$ cat config.mk
export PLATFORM = sky130hd
export DESIGN_NAME = chan_word_packer
export DESIGN_NICKNAME = d
export VERILOG_FILES = /design/src/rtl/cwp_pkg.sv /design/src/rtl/cwp_capture.sv /design/src/rtl/cwp_serializer.sv /design/src/rtl/chan_word_packer.sv
export SDC_FILE = /design/constraint.sdc
export NUM_CORES = 1
export LEC_CHECK = 0
export BUFFER_PORTS_ARGS = -buffer_cell sky130_fd_sc_hd__buf_4
export CELL_PAD_IN_SITES_DETAIL_PLACEMENT = 1
export CELL_PAD_IN_SITES_GLOBAL_PLACEMENT = 1
export CORE_AREA = 4 4 242 244
export CTS_CLUSTER_DIAMETER = 40
export CTS_CLUSTER_SIZE = 14
export DETAILED_ROUTE_END_ITERATION = 6
export DIE_AREA = 0 0 246 248
export PLACE_DENSITY_LB_ADDON = 0.1
export SYNTH_ARGS = -nofsm -noshare
export SYNTH_HDL_FRONTEND = slang
export SYNTH_SLANG_ARGS = --single-unit
$ cat constraint.sdc
create_clock -name clk_i -period 3.83 [get_ports clk_i]
set_input_delay 0.766 -clock clk_i [delete_from_list [all_inputs] [get_ports clk_i]]
set_output_delay 0.766 -clock clk_i [all_outputs]
set_load 0.02 [all_outputs]
$ cat src/rtl/cwp_pkg.sv
package cwp_pkg;
  localparam int BYTE_W = 8;
  typedef logic [BYTE_W-1:0] byte_t;
endpackage

$ cat src/rtl/cwp_capture.sv
module cwp_capture #(
  parameter int NUM_CH = 16,
  parameter int WORD_W = 16
) (
  input  logic                     clk_i,
  input  logic                     rst_ni,
  input  logic [NUM_CH-1:0]        ch_i,
  input  logic                     smp_en_i,
  input  logic [NUM_CH-1:0]        ch_mask_i,
  output logic [NUM_CH-1:0]        mask_o,
  output logic                     mask_chg_o,
  output logic                     grp_done_o,
  output logic [NUM_CH*WORD_W-1:0] grp_word_o
);
  localparam int CNT_W = $clog2(WORD_W);
  localparam logic [CNT_W-1:0] CNT_MAX = CNT_W'(WORD_W - 1);

  logic [NUM_CH-1:0] mask_q;
  logic [CNT_W-1:0]  cnt_q;
  logic              shift_en;

  assign mask_chg_o = (ch_mask_i != mask_q);
  assign mask_o     = mask_q;
  assign shift_en   = smp_en_i && !mask_chg_o;
  assign grp_done_o = shift_en && (cnt_q == CNT_MAX);

  always_ff @(posedge clk_i or negedge rst_ni) begin
    if (!rst_ni) begin
      mask_q <= '0;
      cnt_q  <= '0;
    end else begin
      mask_q <= ch_mask_i;
      if (mask_chg_o)    cnt_q <= '0;
      else if (shift_en) cnt_q <= (cnt_q == CNT_MAX) ? '0 : cnt_q + 1'b1;
    end
  end

  // newest sample enters at the top, so after a full group the earliest sits in bit 0
  for (genvar c = 0; c < NUM_CH; c++) begin : g_lane
    logic [WORD_W-1:0] sh_q;
    always_ff @(posedge clk_i or negedge rst_ni) begin
      if (!rst_ni)       sh_q <= '0;
      else if (shift_en) sh_q <= {ch_i[c], sh_q[WORD_W-1:1]};
    end
    assign grp_word_o[c*WORD_W +: WORD_W] = {ch_i[c], sh_q[WORD_W-1:1]};
  end

  a_r8_count_restart: assert property (@(posedge clk_i) disable iff (!rst_ni)
    mask_chg_o |=> (cnt_q == '0));
endmodule

$ cat src/rtl/cwp_serializer.sv
module cwp_serializer
  import cwp_pkg::*;
#(
  parameter int NUM_CH = 16,
  parameter int WORD_W = 16
) (
  input  logic                     clk_i,
  input  logic                     rst_ni,
  input  logic [NUM_CH-1:0]        mask_i,
  input  logic                     mask_chg_i,
  input  logic                     grp_done_i,
  input  logic [NUM_CH*WORD_W-1:0] grp_word_i,
  output byte_t                    byte_o,
  output logic                     valid_o,
  input  logic                     ready_i,
  output logic                     ovf_o
);
  localparam int NBYTES = WORD_W / BYTE_W;
  localparam int CH_W   = $clog2(NUM_CH);
  localparam int SEL_W  = (NBYTES > 1) ? $clog2(NBYTES) : 1;
  localparam logic [SEL_W-1:0] SEL_MAX = SEL_W'(NBYTES - 1);

  logic [NUM_CH*WORD_W-1:0] hold_q;
  logic                     full_q, ovf_q;
  logic [CH_W-1:0]          ch_q, nxt_ch, first_ch;
  logic [SEL_W-1:0]         sel_q;
  logic                     nxt_found, fire, last_byte, free, load, drop;
  logic [WORD_W-1:0]        cur_word;

  always_comb begin
    nxt_found = 1'b0;
    nxt_ch    = '0;
    for (int i = NUM_CH - 1; i >= 0; i--) begin
      if (mask_i[i] && (i > int'(ch_q))) begin
        nxt_found = 1'b1;
        nxt_ch    = CH_W'(i);
      end
    end
  end

  always_comb begin
    first_ch = '0;
    for (int i = NUM_CH - 1; i >= 0; i--) begin
      if (mask_i[i]) first_ch = CH_W'(i);
    end
  end

  assign fire      = full_q && ready_i;
  assign last_byte = (sel_q == SEL_MAX);
  assign free      = !full_q || (fire && last_byte && !nxt_found);
  assign load      = grp_done_i && !mask_chg_i && free && (|mask_i);
  assign drop      = grp_done_i && !mask_chg_i && !free;

  always_ff @(posedge clk_i or negedge rst_ni) begin
    if (!rst_ni) begin
      hold_q <= '0;
      full_q <= 1'b0;
      ch_q   <= '0;
      sel_q  <= '0;
    end else if (mask_chg_i) begin
      full_q <= 1'b0;
      ch_q   <= '0;
      sel_q  <= '0;
    end else if (load) begin
      hold_q <= grp_word_i;
      full_q <= 1'b1;
      ch_q   <= first_ch;
      sel_q  <= '0;
    end else if (fire) begin
      if (!last_byte) begin
        sel_q <= sel_q + 1'b1;
      end else if (nxt_found) begin
        ch_q  <= nxt_ch;
        sel_q <= '0;
      end else begin
        full_q <= 1'b0;
      end
    end
  end

  always_ff @(posedge clk_i or negedge rst_ni) begin
    if (!rst_ni)   ovf_q <= 1'b0;
    else if (drop) ovf_q <= 1'b1;
  end

  assign cur_word = hold_q[int'(ch_q)*WORD_W +: WORD_W];
  assign byte_o   = cur_word[int'(sel_q)*BYTE_W +: BYTE_W];
  assign valid_o  = full_q;
  assign ovf_o    = ovf_q;

  a_r9_hold_stall: assert property (@(posedge clk_i) disable iff (!rst_ni)
    (valid_o && !ready_i && !mask_chg_i) |=> (valid_o && $stable(byte_o)));
  a_r4_ch_enabled: assert property (@(posedge clk_i) disable iff (!rst_ni)
    valid_o |-> mask_i[ch_q]);
  a_r5_empty_mask: assert property (@(posedge clk_i) disable iff (!rst_ni)
    (mask_i == '0) |-> !valid_o);
  a_r7_ovf_sticky: assert property (@(posedge clk_i) disable iff (!rst_ni)
    ovf_o |=> ovf_o);
  a_r7_ovf_cause: assert property (@(posedge clk_i) disable iff (!rst_ni)
    $rose(ovf_o) |-> $past(grp_done_i));
  a_r10_load_valid: assert property (@(posedge clk_i) disable iff (!rst_ni)
    (grp_done_i && !mask_chg_i && !valid_o && (mask_i != '0)) |=> valid_o);
endmodule

$ cat src/rtl/chan_word_packer.sv
module chan_word_packer
  import cwp_pkg::*;
#(
  parameter int NUM_CH = 16,
  parameter int WORD_W = 16
) (
  input  logic              clk_i,
  input  logic              rst_ni,
  input  logic [NUM_CH-1:0] ch_i,
  input  logic              smp_en_i,
  input  logic [NUM_CH-1:0] ch_mask_i,
  output logic [7:0]        byte_o,
  output logic              valid_o,
  input  logic              ready_i,
  output logic              ovf_o
);
  logic [NUM_CH-1:0]        mask_q;
  logic                     mask_chg, grp_done;
  logic [NUM_CH*WORD_W-1:0] grp_word;
  byte_t                    ser_byte;

  cwp_capture #(.NUM_CH(NUM_CH), .WORD_W(WORD_W)) u_capture (
    .clk_i      (clk_i),
    .rst_ni     (rst_ni),
    .ch_i       (ch_i),
    .smp_en_i   (smp_en_i),
    .ch_mask_i  (ch_mask_i),
    .mask_o     (mask_q),
    .mask_chg_o (mask_chg),
    .grp_done_o (grp_done),
    .grp_word_o (grp_word)
  );

  cwp_serializer #(.NUM_CH(NUM_CH), .WORD_W(WORD_W)) u_ser (
    .clk_i      (clk_i),
    .rst_ni     (rst_ni),
    .mask_i     (mask_q),
    .mask_chg_i (mask_chg),
    .grp_done_i (grp_done),
    .grp_word_i (grp_word),
    .byte_o     (ser_byte),
    .valid_o    (valid_o),
    .ready_i    (ready_i),
    .ovf_o      (ovf_o)
  );

  assign byte_o = ser_byte;
endmodule

==> impl_metrics.yaml, run 1 <==
die:
  die_h_um: 248
  std_cell_rows: 87
  placeableCoreArea_mm2: 0.0563
  start_util: 0.397
  die-area_mm2: 0.0610
  ioPinCount: 46
  chipWidth_um: 246
timing:
  fin_tns_setup_ps: 0
  period_needed_ps: 3670
  timing.final.crit_share: 0.957
  worst_pin_slew_ps: 1030
  clock-skew-final_ps: 15.6
  fin_ws_ps: 165
  rsz0062_at_grt: "no"
  setup_viol: 0
  slew_headroom: 0.316
  slew_viol_final: 0
  whs_ps: 254
  timing.fmax_mhz: 273
  finalHoldViolations: 0
global_route:
  grt_usage: 0.197
  grt_overflow: 0
  grt_first_pass_wirelength_um: 94300
  antenna_found_initial: 1
  grt_max_degree: 108
  grt_pass1_vias: 16135
place:
  finalWeightedCongestion: 0.796
  dp_hpwl_um: 37000
  post-place-ws_ps: 509
  portBuffers: 45
status:
  outcome: "complete, no violations"
clock_network:
  cts_buffer_depth: 3
  ctsHoldBuffers: 0
  clock_latency_ps: 610
  cts_tree: "yes"
  cts-root-buf: "clkbuf_16"
  cts_max_level: 3
  clock-sinks: 523
  path_clk_slew_ps: 50
  cts_buffers: 89
synthesis:
  yosysUniqueCellTypes: 57
  yosysWarnings: 0
  ys_seq_elements: 523
  synth_edf_count: 0
  ys_seq_area_frac: 0.586
  synthFlopType: "dfrtp_1"
  syn_area_per_cell_um2: 11.3
  syn_area_mm2: 0.0223
  netlist_instances: 1971
  synth-async-reset-ratio: 1.00
  syn-num-nets: 2008
power:
  comb_power_share: 0.016
  power.total_w: 0.0138
  p_clk_frac: 0.582
  intPower_w: 0.0109
  power_leakage_nw: 13.7
  p_sw_frac: 0.213
  p_per_area_mw_per_mm2: 521
  netSwitchingPower_w: 0.00295
  vdd_ir_drop_max_v: 0.000321
  p_seq_frac: 0.402
cells_and_area:
  nets: 2078
  diodes: 0
  nFillCells: 5943
  sequential_cell_area_mm2: 0.0131
  syn_to_final_growth_pct: 19.1
  drive_gt1_frac: 0.263
  multiInputGateArea_mm2: 0.00855
  fin_util: 0.473
critical_path:
  rr_worst_depth: 10
  path_class: "flip-flop to output port"
  cp-end-kind: "output port"
  rrSetupSlack_ps: 530
  r2r_start: "u_ser.ch_q[1]"
  start_kind: "flip-flop"
  crit_chain: "buf_4 -> mux4_2 -> nor2_1 -> or3_1 -> a21oi_1 -> buf_4"
  crit_fanout: 10
  r2r_end: "u_ser.hold_q[116]"
  slowest_stage: "dfrtp_4"
  critPathMaxStageDelay_ps: 590
  arrival_ps: 2900
  path_common_cell: "buf_4"
  crit_required_ps: 3060
run:
  drv_cap: 0
drt:
  firstDrtPassIters: 5
  ant_nets: 0
  drc: 0
  routed_wl_um: 58400
  vias: 14694
  drtIter0Drc: 716
  vias_per_cell: 5.13
  wire_per_inst_um: 20.4
hold_path:
  hold_path_class: "input port to asynchronous set/reset pin"
logic make-up (layout without fill, tap and decap cells):
group	Yosys count	after routing	synth area share
AOI/OAI and AO/OA	93	93	0.0292
muxes	323	323	0.187
and+or+nand+nor	889	889	0.158
buffers and inverters	125	265	0.0319
adders and majority gates	1	1	0.000560
DFF	523	523	0.586
xor gates and xnor gates	17	17	0.00667
timing repair:
| action | 4_1_cts | 5_1_grt |
|---|---|---|
| pin swaps | 0 | 0 |
| endpoints found under the setup margin | 3 | 4 |
| gates resized for setup | 0 | 5 |
| buffers inserted | 2 | 1 |
placed cells by master (no fill, tap or decap), drive strengths merged, types with 4 or more instances in the layout:
cell type,count
a21oi,24
nand2,802
o21ai,9
dfrtp,523
nand3,6
bufinv,10
nor2b,4
o22ai,10
mux2,240
xor2,17
clkinv,20
a221oi,7
mux2i,31
clkinvlp,7
nand2b,9
or3,8
a211oi,5
nor4,7
buf,98
nor2,31
a31oi,5
and3,4
mux4,52
clkbuf,114
o221ai,8
inv,16
sequential cells by signal (all words and copies together) (netlist names):
| register | flops |
|---|---|
| u_ser.hold_q | 256 |
| u_ser.ovf_o | 1 |
| u_ser.valid_o | 1 |
| u_capture.cnt_q | 4 |
| u_capture.g_lane.sh_q | 240 |
| u_ser.ch_q | 4 |
| u_capture.mask_o | 16 |
| u_ser.last_byte | 1 |
power by group through the flow:
stage	clock (W)	sequential, W	combinational, W
2_1_floorplan	0	0.00565	0.0000486
3_3_place_gp	0	0.00565	0.000229
3_5_place_dp	0	0.00565	0.000235
4_1_cts	0.00825	0.00556	0.000236
5_1_grt	0.00855	0.00556	0.000258
6_report	0.00806	0.00556	0.000225
worst max-delay path by stage:
stage / start / end / cells after the start
2_1_floorplan: u_ser.ch_q[0] / byte_o[0] / 7
3_3_place_gp: u_ser.ch_q[1] / u_ser.hold_q[126] / 9
3_5_place_dp: ch_mask_i[1] / u_capture.g_lane[5].sh_q[15] / 8
4_1_cts: u_ser.ch_q[1] / byte_o[6] / 6
5_1_grt: u_ser.ch_q[0] / byte_o[0] / 7
6_report: u_ser.ch_q[0] / byte_o[6] / 6
per-stage QoR:
step / cells / instance area, um^2
floorplan: 1971 / 22300
global placement: 2703 / 23500
detailed placement: 2703 / 23500
CTS: 2866 / 26600
global route: 2867 / 26600
finish: 2867 / 26600
layer usage:
layer,global-route usage,vias up,wire length (um)
li1,-,6730,-
met1,0.272,7615,27300
met2,0.320,237,27500
met3,0.0366,110,2140
met4,0.0576,2,1500
met5,0,-,11
synthesized netlist by cell type (2+ instances only):
cell type | number | share of area
buf_2 | 66 | 0.015
nor4_1 | 3 | 0.00084
nor3_1 | 3 | 0.00067
or3b_2 | 2 | 0.00078
nor2b_1 | 4 | 0.0011
nand3_1 | 6 | 0.0013
o22ai_1 | 10 | 0.0028
xor2_1 | 17 | 0.0067
mux2_2 | 240 | 0.12
buf_6 | 21 | 0.011
or2_1 | 2 | 0.00056
o21bai_1 | 3 | 0.0010
o21ai_0 | 9 | 0.0020
inv_1 | 6 | 0.0010
a31oi_1 | 5 | 0.0014
clkbuf_1 | 25 | 0.0042
a21oi_1 | 24 | 0.0054
nor2_1 | 31 | 0.0052
a211oi_1 | 5 | 0.0017
mux4_2 | 52 | 0.052
o31ai_1 | 3 | 0.0010
a2111oi_0 | 2 | 0.00078
nor4_2 | 3 | 0.0017
a22o_1 | 2 | 0.00078
a21o_1 | 3 | 0.0010
mux2i_1 | 31 | 0.014
and2_1 | 2 | 0.00056
buf_1 | 6 | 0.0010
or3_1 | 8 | 0.0022
nand2_1 | 802 | 0.13
dfrtp_1 | 523 | 0.59
o221ai_1 | 8 | 0.0031
and3_1 | 4 | 0.0011
or4_1 | 2 | 0.00067
nand2b_1 | 9 | 0.0025
a221oi_1 | 7 | 0.0027
nand4_1 | 2 | 0.00056
critical path, delay by kind of cell (launching register included):
family	cells	cell delay, ps
AO/OA/AOI/OAI	1	320
buffers and inverters	2	440
flip-flops	1	590
AND/OR/NAND/NOR	2	510
multiplexers	1	420
layout make-up:
class | count | share of cell area
flip-flops and latches | 523 | 0.492
clock buffers | 114 | 0.0939
multi-input cells | 1323 | 0.322
clock inverters | 47 | 0.0209
inverters | 6 | 0.000847
well taps | 756 | 0.0356
repair buffers | 98 | 0.0350
(Power assumes the default switching activity.)
==> run 2, diff against run 1 <==
--- a/config.mk
+++ b/config.mk
@@ -8,11 +8,11 @@
 export BUFFER_PORTS_ARGS = -buffer_cell sky130_fd_sc_hd__buf_4
 export CELL_PAD_IN_SITES_DETAIL_PLACEMENT = 1
 export CELL_PAD_IN_SITES_GLOBAL_PLACEMENT = 1
-export CORE_AREA = 4 4 242 244
+export CORE_AREA = 2 2 240 242
 export CTS_CLUSTER_DIAMETER = 40
 export CTS_CLUSTER_SIZE = 14
 export DETAILED_ROUTE_END_ITERATION = 6
-export DIE_AREA = 0 0 246 248
+export DIE_AREA = 0 0 242 244
 export PLACE_DENSITY_LB_ADDON = 0.1
 export SYNTH_ARGS = -nofsm -noshare
 export SYNTH_HDL_FRONTEND = slang
==> impl_metrics.yaml, run 2 (synthesis gave the netlist of run 1 again) <==
status:
  outcome: "complete, no violations"
drt:
  vias: 14706
  routed_wl_um: 57500
  firstDrtPassIters: 4
  drtIter0Drc: 957
  ant_nets: 0
  drc: 0
  vias_per_cell: 5.12
  wire_per_inst_um: 20.0
clock_network:
  cts-root-buf: "clkbuf_16"
  cts_buffers: 92
  cts_tree: "yes"
  ctsHoldBuffers: 0
  path_clk_slew_ps: 50
  clock_latency_ps: 620
  cts_max_level: 3
  cts_buffer_depth: 3
  clock-sinks: 523
cells_and_area:
  final_common_cell: "nand2_1"
  drive_gt1_frac: 0.269
  syn_to_final_growth_pct: 20.2
  largest_reg_flops: 256
  layout_common_cells: "802 x nand2_1, 520 x dfrtp_1, 240 x mux2_2"
  nets: 2082
  diodes: 0
  largest-register: "u_ser.hold_q"
  fin_cells: 2875
global_route:
  grt_usage: 0.202
  grt_overflow: 0
  grt_first_pass_wirelength_um: 94100
  antenna_found_initial: 1
  grt_max_degree: 103
  grt_pass1_vias: 16054
critical_path:
  r2r_end: "u_ser.hold_q[184]"
  cp-end-kind: "output port"
  arrival_ps: 2940
  start_kind: "flip-flop"
  rrSetupSlack_ps: 740
  crit_fanout: 16
  rr_worst_depth: 11
  r2r_start: "u_ser.ch_q[2]"
  crit_path_start: "u_ser.ch_q[0]"
  path_class: "flip-flop to output port"
  critPathCapture: "byte_o[7]"
  crit_required_ps: 3060
timing:
  slew_viol_final: 0
  worst_pin_slew_ps: 726
  timing.fmax_mhz: 270
  clock-skew-final_ps: 23.3
  setup_viol: 0
  fin_tns_setup_ps: 0
  whs_ps: 163
  timing.final.crit_share: 0.968
  slew_headroom: 0.516
  period_needed_ps: 3710
  finalHoldViolations: 0
  rsz0062_at_grt: "no"
place:
  dp_hpwl_um: 36400
  portBuffers: 45
  finalWeightedCongestion: 0.853
  place_inst: 2703
run:
  drv_cap: 0
die:
  die_h_um: 244
  std_cell_rows: 87
  placeableCoreArea_mm2: 0.0562
  chipWidth_um: 242
  die-area_mm2: 0.0590
  ioPinCount: 46
  start_util: 0.398
power:
  power_leakage_nw: 13.8
  vdd_ir_drop_max_v: 0.000352
  p_per_area_mw_per_mm2: 526
hold_path:
  hold_path_class: "input port to asynchronous set/reset pin"
run 2: cell count changes in the layout (fill, tap and decap cells not counted), moves of 5 or more:
| cell | delta |
|---|---|
| buf_4 | -7 |
| clkbuf_8 | +6 |
| clkbuf_1 | -6 |
| buf_12 | +8 |
| clkinvlp_4 | +5 |
run 2: power breakdown:
| part | switching (W) | internal, W |
|---|---|---|
| logic | 0.000158 | 0.0000614 |
| clock network | 0.00290 | 0.00543 |
| registers | 0.0000176 | 0.00554 |
run 2: final cells by class:
class                      instances  area, um^2
clock buffer                     114        2560
clock inverter                    54         638
fill                            5945       29300
inverter                           6        22.5
multi-input combinational       1323        8550
sequential                       523       13100
tap                              756         946
timing repair buffer              99        1040
run 2: worst max-delay path: stages, from the launching register on:
cell and delay (ps):
dfrtp_4 540, buf_12 150, buf_12 180, mux4_2 570
a211oi_1 530, a21oi_1 150, buf_4 190
run 2: metal layers:
metal | part of all wire | global-route usage
met5 | 0 | 0
met4 | 0.022 | 0.0590
met3 | 0.035 | 0.0362
met2 | 0.46 | 0.323
met1 | 0.48 | 0.284
run 2: through the flow:
stage | util | area, um^2 | setup WS [ps] | power [W]
detailed placement | 0.420 | 23600 | 573 | 0.00588
global route | 0.478 | 26800 | 2.35 | 0.0146
global placement | 0.420 | 23600 | 600 | 0.00588
floorplan | - | 22300 | 645 | 0.00569
finish | 0.478 | 26800 | 121 | 0.0141
CTS | 0.478 | 26800 | 37.1 | 0.0143
run 2: worst min path at each step:
stage,depth (start not counted),slack (ps),to,start
2_1_floorplan,2,430,u_ser.hold_q[100],u_ser.hold_q[100]
3_3_place_gp,2,440,u_ser.hold_q[252],u_ser.hold_q[252]
3_5_place_dp,2,450,u_ser.hold_q[34],u_ser.hold_q[34]
4_1_cts,1,170,u_capture.mask_o[8],rst_ni
5_1_grt,1,180,u_ser.hold_q[208],rst_ni
6_report,1,160,u_ser.hold_q[208],rst_ni
run 2: timing repair:
item / in CTS / in global routing
cloned: 0 / 0
endpoints found under the setup margin: 7 / 3
gates resized for setup: 1 / 3
endpoints found under the hold margin: 0 / 0
pin swaps: 0 / 0
setup buffers: 4 / 0
